[src/rtl/ddr_cap_pkg.sv]
`timescale 1ns/1ps
package ddr_cap_pkg;

  // Next value of a rising-edge output register outside asynchronous load.
  function automatic logic next_sample(input logic en, input logic sload_n,
                                       input logic sync_v, input logic fresh,
                                       input logic cur);
    if (!en)           return cur;
    else if (!sload_n) return sync_v;
    else               return fresh;
  endfunction

  function automatic bit is_binary(input int v);
    return (v == 0) || (v == 1);
  endfunction

endpackage

[src/rtl/ddr_cap_neg_hold.sv]
`timescale 1ns/1ps
module ddr_cap_neg_hold #(
  parameter int LANES = 1
) (
  input  logic             clk,
  input  logic [LANES-1:0] din,
  output logic [LANES-1:0] held
);
  // Falling-edge holding stage: no enable gating, no load.
  always_ff @(negedge clk) begin
    held <= din;
  end
endmodule

[src/rtl/ddr_cap_pos_pair.sv]
`timescale 1ns/1ps
module ddr_cap_pos_pair
  import ddr_cap_pkg::*;
#(
  parameter int LANES      = 1,
  parameter int ASYNC_DATA = 0,
  parameter int SYNC_DATA  = 0
) (
  input  logic             clk,
  input  logic             en,
  input  logic             sload_n,
  input  logic             aload_n,
  input  logic [LANES-1:0] din,
  input  logic [LANES-1:0] held,
  output logic [LANES-1:0] q_rise,
  output logic [LANES-1:0] q_fall
);
  localparam logic [LANES-1:0] FORCE_V = (ASYNC_DATA != 0) ? '0 : '1;
  localparam logic             SYNC_B  = (SYNC_DATA != 0);
  localparam logic [LANES-1:0] SYNC_V  = SYNC_B ? '1 : '0;

  logic             load_fire;
  logic             cap_fire;
  logic [LANES-1:0] nxt_rise;
  logic [LANES-1:0] nxt_fall;

  assign load_fire = en & ~sload_n;
  assign cap_fire  = en & sload_n;

  for (genvar i = 0; i < LANES; i++) begin : g_lane
    assign nxt_rise[i] = next_sample(en, sload_n, SYNC_B, din[i],  q_rise[i]);
    assign nxt_fall[i] = next_sample(en, sload_n, SYNC_B, held[i], q_fall[i]);

    always_ff @(posedge clk or negedge aload_n) begin
      if (!aload_n) begin
        q_rise[i] <= FORCE_V[i];
        q_fall[i] <= FORCE_V[i];
      end else begin
        q_rise[i] <= nxt_rise[i];
        q_fall[i] <= nxt_fall[i];
      end
    end
  end

  assert_rise_capture_R1: assert property (@(posedge clk) disable iff (!aload_n)
    cap_fire |=> q_rise == $past(din));
  assert_fall_retime_R2: assert property (@(posedge clk) disable iff (!aload_n)
    cap_fire |=> q_fall == $past(held));
  assert_async_force_R3: assert property (@(negedge clk)
    !aload_n |-> (q_rise == FORCE_V && q_fall == FORCE_V));
  assert_sync_load_R4: assert property (@(posedge clk) disable iff (!aload_n)
    load_fire |=> (q_rise == SYNC_V && q_fall == SYNC_V));
  assert_hold_R5: assert property (@(posedge clk) disable iff (!aload_n)
    !en |=> ($stable(q_rise) && $stable(q_fall)));
  assert_async_priority_R6: assert property (@(posedge clk)
    !aload_n |-> (q_rise == FORCE_V && q_fall == FORCE_V));
endmodule

[src/rtl/ddr_in_capture.sv]
`timescale 1ns/1ps
module ddr_in_capture
  import ddr_cap_pkg::*;
#(
  parameter int LANES      = 1,
  parameter int ASYNC_DATA = 0,
  parameter int SYNC_DATA  = 0
) (
  input  logic             clk,
  input  logic [LANES-1:0] din,
  input  logic             en,
  input  logic             sload_n,
  input  logic             aload_n,
  output logic [LANES-1:0] q_rise,
  output logic [LANES-1:0] q_fall
);
  if (!is_binary(ASYNC_DATA)) begin : g_bad_async
    $error("ASYNC_DATA must be 0 or 1");
  end
  if (!is_binary(SYNC_DATA)) begin : g_bad_sync
    $error("SYNC_DATA must be 0 or 1");
  end

  logic [LANES-1:0] held;

  ddr_cap_neg_hold #(.LANES(LANES)) u_hold (
    .clk  (clk),
    .din  (din),
    .held (held)
  );

  ddr_cap_pos_pair #(
    .LANES      (LANES),
    .ASYNC_DATA (ASYNC_DATA),
    .SYNC_DATA  (SYNC_DATA)
  ) u_pair (
    .clk     (clk),
    .en      (en),
    .sload_n (sload_n),
    .aload_n (aload_n),
    .din     (din),
    .held    (held),
    .q_rise  (q_rise),
    .q_fall  (q_fall)
  );
endmodule

[config.mk]
export PLATFORM = sky130hd
export DESIGN_NAME = ddr_in_capture
export DESIGN_NICKNAME = d
export VERILOG_FILES = /design/src/rtl/ddr_cap_pkg.sv /design/src/rtl/ddr_cap_neg_hold.sv /design/src/rtl/ddr_cap_pos_pair.sv /design/src/rtl/ddr_in_capture.sv
export SDC_FILE = /design/constraint.sdc
export NUM_CORES = 1
export LEC_CHECK = 0
export ABC_AREA = 1
export BUFFER_PORTS_ARGS = -buffer_cell sky130_fd_sc_hd__buf_4
export CAP_MARGIN = 20
export CORE_AREA = 5 5 42 44
export CTS_CLUSTER_SIZE = 8
export DETAILED_ROUTE_END_ITERATION = 12
export DIE_AREA = 0 0 47 49
export PLACE_DENSITY = 0.3
export SYNTH_ARGS = -nofsm -noshare
export SYNTH_HDL_FRONTEND = slang
export SYNTH_SLANG_ARGS = --single-unit
[constraint.sdc]
create_clock -name clk -period 0.8 [get_ports clk]
set_input_delay 0.16 -clock clk [delete_from_list [all_inputs] [get_ports clk]]
set_output_delay 0.16 -clock clk [all_outputs]
set_load 0.01 [all_outputs]
==> results of run 1 <==
through the flow:
stage | hold slack (ns) | instance area [um^2] | cells | utilization | TNS, ns
2_1_floorplan | 0.01216 | 105.1 | 11 | - | -0.05196
3_3_place_gp | 0.1033 | 170.2 | 33 | 0.1214 | -0.05857
3_5_place_dp | 0.1035 | 170.2 | 33 | 0.1214 | -0.06475
4_1_cts | 0.1432 | 214.0 | 38 | 0.1527 | -0.5827
5_1_grt | 0.1430 | 214.0 | 38 | 0.1527 | -0.6382
6_report | 0.1547 | 214.0 | 38 | 0.1527 | -0.5448
final cells by class:
cell class                      count  area (um^2)  share of cell area
Clock buffer                        3        22.52              0.1053
Tap cell                           16        20.02             0.09357
Inverter                            1        3.754             0.01754
Sequential cell                     3        72.57              0.3392
Clock inverter                      2        7.507             0.03509
Timing Repair Buffer                7        62.56              0.2924
Multi-Input combinational cell      6        25.02              0.1170
synth_stat cells:
| master | instances |
|---|---|
| dfxtp_1 | 1 |
| dfstp_2 | 2 |
| nand2_1 | 4 |
| nand3_1 | 2 |
| inv_1 | 2 |
logic make-up after synthesis:
group	synth area share
flops	0.6905
simple gates	0.2381
buf+inv	0.07146
state kept, by name, summed over array words and instances (netlist names):
name           flops
u_pair.q_rise      1
u_pair.q_fall      1
u_hold.held        1
path summary, 6_finish.rpt:
check | startpoint | endpoint | slack [ns] | cells after the start
worst min-delay path | sload_n | u_pair.q_fall | 0.15 | 3
worst max-delay path | u_pair.q_fall | q_fall | -0.22 | 1
min in group asynchronous | aload_n | u_pair.q_fall | 0.42 | 2
worst min register to register | u_pair.q_rise | u_pair.q_rise | 0.47 | 2
worst max register to register | u_hold.held | u_pair.q_fall | -0.11 | 2
max in group asynchronous | aload_n | u_pair.q_rise | 0.36 | 2
power breakdown:
part	internal (W)	switching [W]
logic	0.0000339	0.0000194
clock network	0.000181	0.0000897
registers	0.000169	0.00000591
total	0.000383	0.000115
timing repair:
item                                   4_1_cts  5_1_grt
pin swaps                                    1        0
endpoints found under the hold margin        2        0
resized for setup                            2        0
setup endpoints to repair                    3        3
hold buffers                                 1        0
metal layers:
| metal | track usage | vias up | part of all wire |
|---|---|---|---|
| met4 | 0.05530 | 0 | 0 |
| li1 | - | 56 | - |
| met1 | 0.03091 | 44 | 0.45 |
| met5 | 0 | - | 0 |
| met3 | 0.04059 | 0 | 0.24 |
| met2 | 0.02036 | 7 | 0.31 |
==> impl_metrics.env, run 1 <==
export IMPL_wire_per_inst_um=7.237
export IMPL_yosys_area_top_type_share=0.5000
export IMPL_period_minus_slack_ns=1.018
export IMPL_syn_nets=16
export IMPL_drc=0
export IMPL_io_buffers=6
export IMPL_n_antenna_cell=0
export IMPL_layout_drive_gt1_share=0.5000
export IMPL_synthCells=11
export IMPL_final_cell_mix="4 x nand2_1, 4 x buf_4, 3 x inv_1, 3 x clkbuf_4"
export IMPL_slew_headroom=0.9553
export IMPL_p_total_w=0.0004983
export IMPL_ys_warn_count=0
export IMPL_maxCapViolations=0
export IMPL_rsz0062_at_grt="true"
export IMPL_cts_sinks=3
export IMPL_root_buffer="clkbuf_4"
export IMPL_grt_overflow=0
export IMPL_start_util=0.07500
export IMPL_setup_viol=3
export IMPL_crit_buf_inv=1
export IMPL_clockBufferDepth=2
export IMPL_dp_slack_ns=-0.06475
export IMPL_crit_path_cell_trace="buf_6"
export IMPL_num_vias=107
export IMPL_outcome="complete, but fails checks"
export IMPL_drt_wl_total_um=275
export IMPL_syn_to_final_growth_pct=103.6
export IMPL_ys_top_cells_by_area="dfstp_2 50%, dfxtp_1 19%, nand2_1 14%, nand3_1 9.5%, inv_1 7.1%"
export IMPL_grt_pass1_wl_um=427
export IMPL_grt_max_degree=4
export IMPL_rows=14
export IMPL_ys_types=5
export IMPL_cts_tree="done"
export IMPL_synth_seq_area_share=0.6905
export IMPL_critical_path_top_delay_family="flip-flops"
export IMPL_path_clk_slew_ns=0.04
export IMPL_ant_nets=0
export IMPL_timing_final_crit_share=1.272
export IMPL_critPathMaxStageDelay_ns=0.53
export IMPL_netlist_area_um2=105.1
export IMPL_drv_slew=0
export IMPL_tightestPinTransition_ns=0.06679
export IMPL_core_area_um2=1401
export IMPL_power_leakage_nw=0.1112
export IMPL_fillCellCount=169
export IMPL_die_y_um=49
export IMPL_worst_endpoint_required_ns=0.64
export IMPL_critPathMaxFanout=2
export IMPL_via_per_inst=2.816
export IMPL_min_path_type="input pin to flop"
export IMPL_io_pins=7
export IMPL_yosysTopAreaCell="dfstp_2"
export IMPL_dr_pass1_iters=2
export IMPL_ys_seq_elements=3
export IMPL_cts_made_buffers=3
export IMPL_fp_dieW_um=47
export IMPL_gp_congestion=0.6646
export IMPL_cellPowerDensity_nw_per_um2=2329
export IMPL_grt_pass1_vias=119
export IMPL_clock_latency_ns=0.29
export IMPL_max_vdd_ir_drop_mv=0.3645
export IMPL_worstSetupStartpointType="flop"
export IMPL_finalHoldViolCount=0
export IMPL_critPathKind="flop to primary output"
export IMPL_synth_avg_cell_area_um2=9.555
export IMPL_fp_dieArea_um2=2303
export IMPL_violations="negative setup slack"
export IMPL_setup_ws_ns=-0.2180
export IMPL_cp_slowest_cell="dfstp_2"
export IMPL_htreeDepth=1
export IMPL_drt_iter0_drc=3
export IMPL_fin_nets=28
export IMPL_grt_use_total=0.03244
export IMPL_end_kind="primary output"
export IMPL_max_freq_mhz=982.4
export IMPL_cp_arrival_ns=0.86
export IMPL_finClkSkew_ns=0.05413
export IMPL_antenna_found_initial=0
export IMPL_post_cts_buffers=0
(Power assumes the default switching activity.)
==> run 2: changes to the inputs <==
BUFFER_PORTS_ARGS = -buffer_cell sky130_fd_sc_hd__buf_2   (was -buffer_cell sky130_fd_sc_hd__buf_4)
==> impl_metrics.env, run 2 (synthesized netlist as in run 1, its figures left out) <==
export IMPL_design_area_um2=203.9
export IMPL_start_util=0.07500
export IMPL_drc=0
export IMPL_core_area_um2=1401
export IMPL_cp_slowest_cell="dfstp_2"
export IMPL_finalHoldViolCount=0
export IMPL_gp_congestion=0.6648
export IMPL_ant_nets=0
export IMPL_via_per_inst=3.132
export IMPL_cp_arrival_ns=0.86
export IMPL_io_buffers=6
export IMPL_reg2reg_slack_ns=-0.12
export IMPL_num_vias=119
export IMPL_layout_drive_gt1_share=0.5000
export IMPL_setup_ws_ns=-0.2219
export IMPL_setup_viol=3
export IMPL_r2r_start="u_hold.held"
export IMPL_root_buffer="clkbuf_4"
export IMPL_grt_use_total=0.03385
export IMPL_min_path_type="input pin to flop"
export IMPL_critPathMaxStageDelay_ns=0.53
export IMPL_path_clk_slew_ns=0.04
export IMPL_maxCapViolations=0
export IMPL_fp_dieArea_um2=2303
export IMPL_postPlaceCellArea_um2=155.1
export IMPL_cts_made_buffers=3
export IMPL_wire_per_inst_um=7.395
export IMPL_max_freq_mhz=978.6
export IMPL_crit_end="q_rise"
export IMPL_end_kind="primary output"
export IMPL_slew_headroom=0.9560
export IMPL_grt_pass1_vias=111
export IMPL_n_antenna_cell=0
export IMPL_reg2reg_depth=2
export IMPL_outcome="complete, but fails checks"
export IMPL_cellPowerDensity_nw_per_um2=2425
export IMPL_antenna_found_initial=0
export IMPL_period_minus_slack_ns=1.022
export IMPL_worst_endpoint_required_ns=0.64
export IMPL_drt_wl_total_um=281
export IMPL_timing_final_crit_share=1.277
export IMPL_fillCellCount=167
export IMPL_grt_overflow=0
export IMPL_finClkSkew_ns=0.05376
export IMPL_io_pins=7
export IMPL_grt_max_degree=4
export IMPL_critical_path_top_delay_family="flip-flops"
export IMPL_htreeDepth=1
export IMPL_fp_dieW_um=47
export IMPL_worstSetupStartpointType="flop"
export IMPL_post_cts_buffers=0
export IMPL_rows=14
export IMPL_drv_slew=0
export IMPL_drt_iter0_drc=3
export IMPL_critPathKind="flop to primary output"
export IMPL_clockBufferDepth=2
export IMPL_r2r_end="u_pair.q_fall"
export IMPL_die_y_um=49
export IMPL_cts_sinks=3
export IMPL_cts_tree="done"
export IMPL_critPathMaxFanout=2
export IMPL_worst_path_stages=1
export IMPL_dr_pass1_iters=4
export IMPL_clock_latency_ns=0.29
export IMPL_grt_pass1_wl_um=448
export IMPL_p_total_w=0.0004945
export IMPL_final_cell_mix="4 x nand2_1, 4 x buf_2, 3 x inv_1, 3 x clkbuf_4"
export IMPL_max_vdd_ir_drop_mv=0.3458
export IMPL_top_regs="u_hold.held x1, u_pair.q_fall x1, u_pair.q_rise x1"
export IMPL_tightestPinTransition_ns=0.06579
export IMPL_crit_buf_inv=1
export IMPL_rsz0062_at_grt="true"
export IMPL_violations="negative setup slack"
export IMPL_fin_nets=28
export IMPL_power_leakage_nw=0.1077
export IMPL_crit_path_cell_trace="buf_6"
export IMPL_critPathLaunch="u_pair.q_rise"
export IMPL_syn_to_final_growth_pct=94.05
==> run 2: changes by cell type in the layout (fill, tap and decap cells not counted) <==
cell   before  now
buf_2       0    4
buf_4       4    0
==> run 2: power breakdown <==
part,total (W),switching (W),internal (W)
clock,0.000271,0.0000900,0.000181
sequential,0.000175,0.00000655,0.000169
combinational,0.0000484,0.0000200,0.0000284
==> run 2: metrics by stage <==
step           hold slack [ns]  worst slack, ns  cells   TNS, ns    util
2_1_floorplan          0.01216         -0.05196     11  -0.05196       -
3_3_place_gp            0.1109         -0.05804     33  -0.05804  0.1107
3_5_place_dp            0.1137         -0.06432     33  -0.06432  0.1107
4_1_cts                 0.1423          -0.2380     38   -0.5872  0.1455
5_1_grt                 0.1505          -0.2605     38   -0.6452  0.1455
6_report                0.1548          -0.2219     38   -0.5612  0.1455
==> run 2: routing by layer <==
metal,up-vias,GRT usage,wire (um),share of wire
met5,-,0,0,0
met3,0,0.03321,58,0.21
met4,0,0.05530,0,0
met1,53,0.03532,129,0.46
met2,11,0.02489,93,0.33
li1,55,-,-,-
==> run 2: worst min-delay path by stage <==
| stage | start | end | slack (ns) | cells past startpoint |
|---|---|---|---|---|
| floorplan | aload_n | u_pair.q_fall | 0.01 | 0 |
| global placement | aload_n | u_pair.q_fall | 0.11 | 1 |
| detailed placement | aload_n | u_pair.q_rise | 0.11 | 1 |
| CTS | sload_n | u_pair.q_fall | 0.14 | 3 |
| global route | sload_n | u_pair.q_fall | 0.15 | 3 |
| finish | sload_n | u_pair.q_fall | 0.15 | 3 |
==> run 2: cell type report <==
| type | count | area, um^2 | share of cell area |
|---|---|---|---|
| Clock buffer | 3 | 22.52 | 0.1104 |
| Tap cell | 16 | 20.02 | 0.09816 |
| Multi-Input combinational cell | 6 | 25.02 | 0.1227 |
| Clock inverter | 2 | 7.507 | 0.03681 |
| Timing Repair Buffer | 7 | 52.55 | 0.2577 |
| Inverter | 1 | 3.754 | 0.01840 |
| Sequential cell | 3 | 72.57 | 0.3558 |
==> run 2: what timing repair did <==
action | CTS | global route
setup endpoints to repair | 3 | 3
gates cloned | 0 | 0
resized for setup | 2 | 0
pin swaps | 1 | 0
hold endpoints to repair | 2 | 0
hold buffers | 1 | 0
==> run 3: changes to the inputs <==
CORE_AREA = 8 8 45 47   (was 5 5 42 44)
DIE_AREA = 0 0 53 55   (was 0 0 47 49)
==> impl_metrics.env, run 3 (synthesized netlist as in run 1, its figures left out) <==
export IMPL_gp_congestion=0.6370
export IMPL_antenna_found_initial=0
export IMPL_start_util=0.07595
export IMPL_io_buffers=6
export IMPL_outcome="complete, but fails checks"
export IMPL_drt_wl_total_um=320
export IMPL_drc=0
export IMPL_grt_overflow=0
export IMPL_min_to="u_pair.q_rise"
export IMPL_fp_dieW_um=53
export IMPL_setup_ws_ns=-0.2186
export IMPL_reg2reg_depth=2
export IMPL_max_vdd_ir_drop_mv=0.5083
export IMPL_cts_sinks=3
export IMPL_grt_pass1_vias=133
export IMPL_ant_nets=0
export IMPL_grt_pass1_wl_um=503
export IMPL_finClkSkew_ns=0.05750
export IMPL_period_minus_slack_ns=1.019
export IMPL_timing_final_crit_share=1.273
export IMPL_min_path_cells=3
export IMPL_min_path_type="input pin to flop"
export IMPL_root_buffer="clkbuf_4"
export IMPL_cp_slowest_cell="dfstp_2"
export IMPL_violations="negative setup slack"
export IMPL_die_y_um=55
export IMPL_cts_tree="done"
export IMPL_num_vias=107
export IMPL_crit_path_cell_trace="buf_6"
export IMPL_top_regs="u_hold.held x1, u_pair.q_fall x1, u_pair.q_rise x1"
export IMPL_io_pins=7
export IMPL_dr_pass1_iters=4
export IMPL_power_leakage_nw=0.1242
export IMPL_clockBufferDepth=2
export IMPL_rsz0062_at_grt="true"
export IMPL_clock_latency_ns=0.29
export IMPL_core_area_um2=1384
export IMPL_critical_path_top_delay_family="flip-flops"
export IMPL_fillCellCount=164
export IMPL_tightestPinTransition_ns=0.06162
export IMPL_syn_to_final_growth_pct=119.0
export IMPL_crit_buf_inv=1
export IMPL_worst_endpoint_required_ns=0.64
export IMPL_p_total_w=0.0005137
export IMPL_rows=14
export IMPL_drv_slew=0
export IMPL_finalHoldViolCount=0
export IMPL_setup_viol=4
export IMPL_grt_max_degree=4
export IMPL_max_freq_mhz=981.7
export IMPL_drt_iter0_drc=4
export IMPL_worstSetupStartpointType="flop"
export IMPL_r2r_start="u_hold.held"
export IMPL_htreeDepth=1
export IMPL_end_kind="primary output"
export IMPL_dp_slack_ns=-0.07482
export IMPL_critPathMaxFanout=2
export IMPL_via_per_inst=2.610
export IMPL_grt_use_total=0.02952
export IMPL_finalCoreUtilization=0.1664
export IMPL_critPathMaxStageDelay_ns=0.53
export IMPL_cellPowerDensity_nw_per_um2=2231
export IMPL_r2r_end="u_pair.q_fall"
export IMPL_path_clk_slew_ns=0.04
export IMPL_fp_dieArea_um2=2915
export IMPL_n_antenna_cell=0
export IMPL_wire_per_inst_um=7.805
export IMPL_critPathKind="flop to primary output"
export IMPL_layout_drive_gt1_share=0.5600
export IMPL_reg2reg_slack_ns=-0.13
export IMPL_maxCapViolations=0
export IMPL_hp_start="en"
export IMPL_slew_headroom=0.9588
export IMPL_final_cell_mix="4 x nand2_1, 4 x buf_2, 3 x inv_1, 3 x clkbuf_4, 3 x buf_6"
export IMPL_dp_cells=33
export IMPL_cp_arrival_ns=0.86
export IMPL_fin_nets=31
export IMPL_stdcell_count=41
export IMPL_cts_made_buffers=3
[run 3: cell types whose count changed in the layout (fill, tap and decap cells not counted), sizes merged]
cell,change
buf,+3
[run 3: worst max path at each step]
stage | startpoint | to | slack [ns] | cells past startpoint
2_1_floorplan | u_hold.held | u_pair.q_fall | -0.05 | 2
3_3_place_gp | u_hold.held | u_pair.q_fall | -0.06 | 2
3_5_place_dp | u_hold.held | u_pair.q_fall | -0.07 | 2
4_1_cts | u_pair.q_rise | q_rise | -0.23 | 1
5_1_grt | u_pair.q_fall | q_fall | -0.24 | 1
6_report | u_pair.q_rise | q_rise | -0.22 | 1
[run 3: final cells by class]
type	instances	area, um^2	share of cell area
Clock buffer	3	22.52	0.09783
Sequential cell	3	72.57	0.3152
Multi-Input combinational cell	6	25.02	0.1087
Inverter	1	3.754	0.01630
Timing Repair Buffer	10	78.83	0.3424
Tap cell	16	20.02	0.08696
Clock inverter	2	7.507	0.03261
[run 3: layer usage]
metal,part of all wire,up-vias,GRT usage
li1,-,60,-
met1,0.47,41,0.02588
met2,0.35,6,0.02930
met3,0.18,0,0.03476
met4,0,0,0.03879
met5,0,-,0
[run 3: timing repair]
action / 4_1_cts / 5_1_grt
setup endpoints to repair: 3 / 4
hold buffers: 1 / 0
buffers inserted: 2 / 1
resized for setup: 2 / 1
pin swaps: 1 / 1
hold endpoints to repair: 2 / 0
[run 3: tightest hold or removal path, delay by kind of cell]
kind | cells | cell delay [ns]
AND/OR/NAND/NOR | 2 | 0.11
buffers and inverters | 1 | 0.11
[run 3: power breakdown]
part / internal, W / leakage (nW) / switching (W)
Combinational: 0.0000444 / 0.0704 / 0.0000238
Sequential: 0.000169 / 0.0293 / 0.00000593
Clock: 0.000181 / 0.0245 / 0.0000902
[run 3: through the flow]
step	instance area [um^2]	hold slack (ns)	setup TNS [ns]
finish	230.2	0.1520	-0.6169
detailed placement	155.1	0.1098	-0.07482
floorplan	105.1	0.01216	-0.05196
global route	230.2	0.1656	-0.7405
CTS	219.0	0.1396	-0.5945
global placement	155.1	0.1106	-0.06415
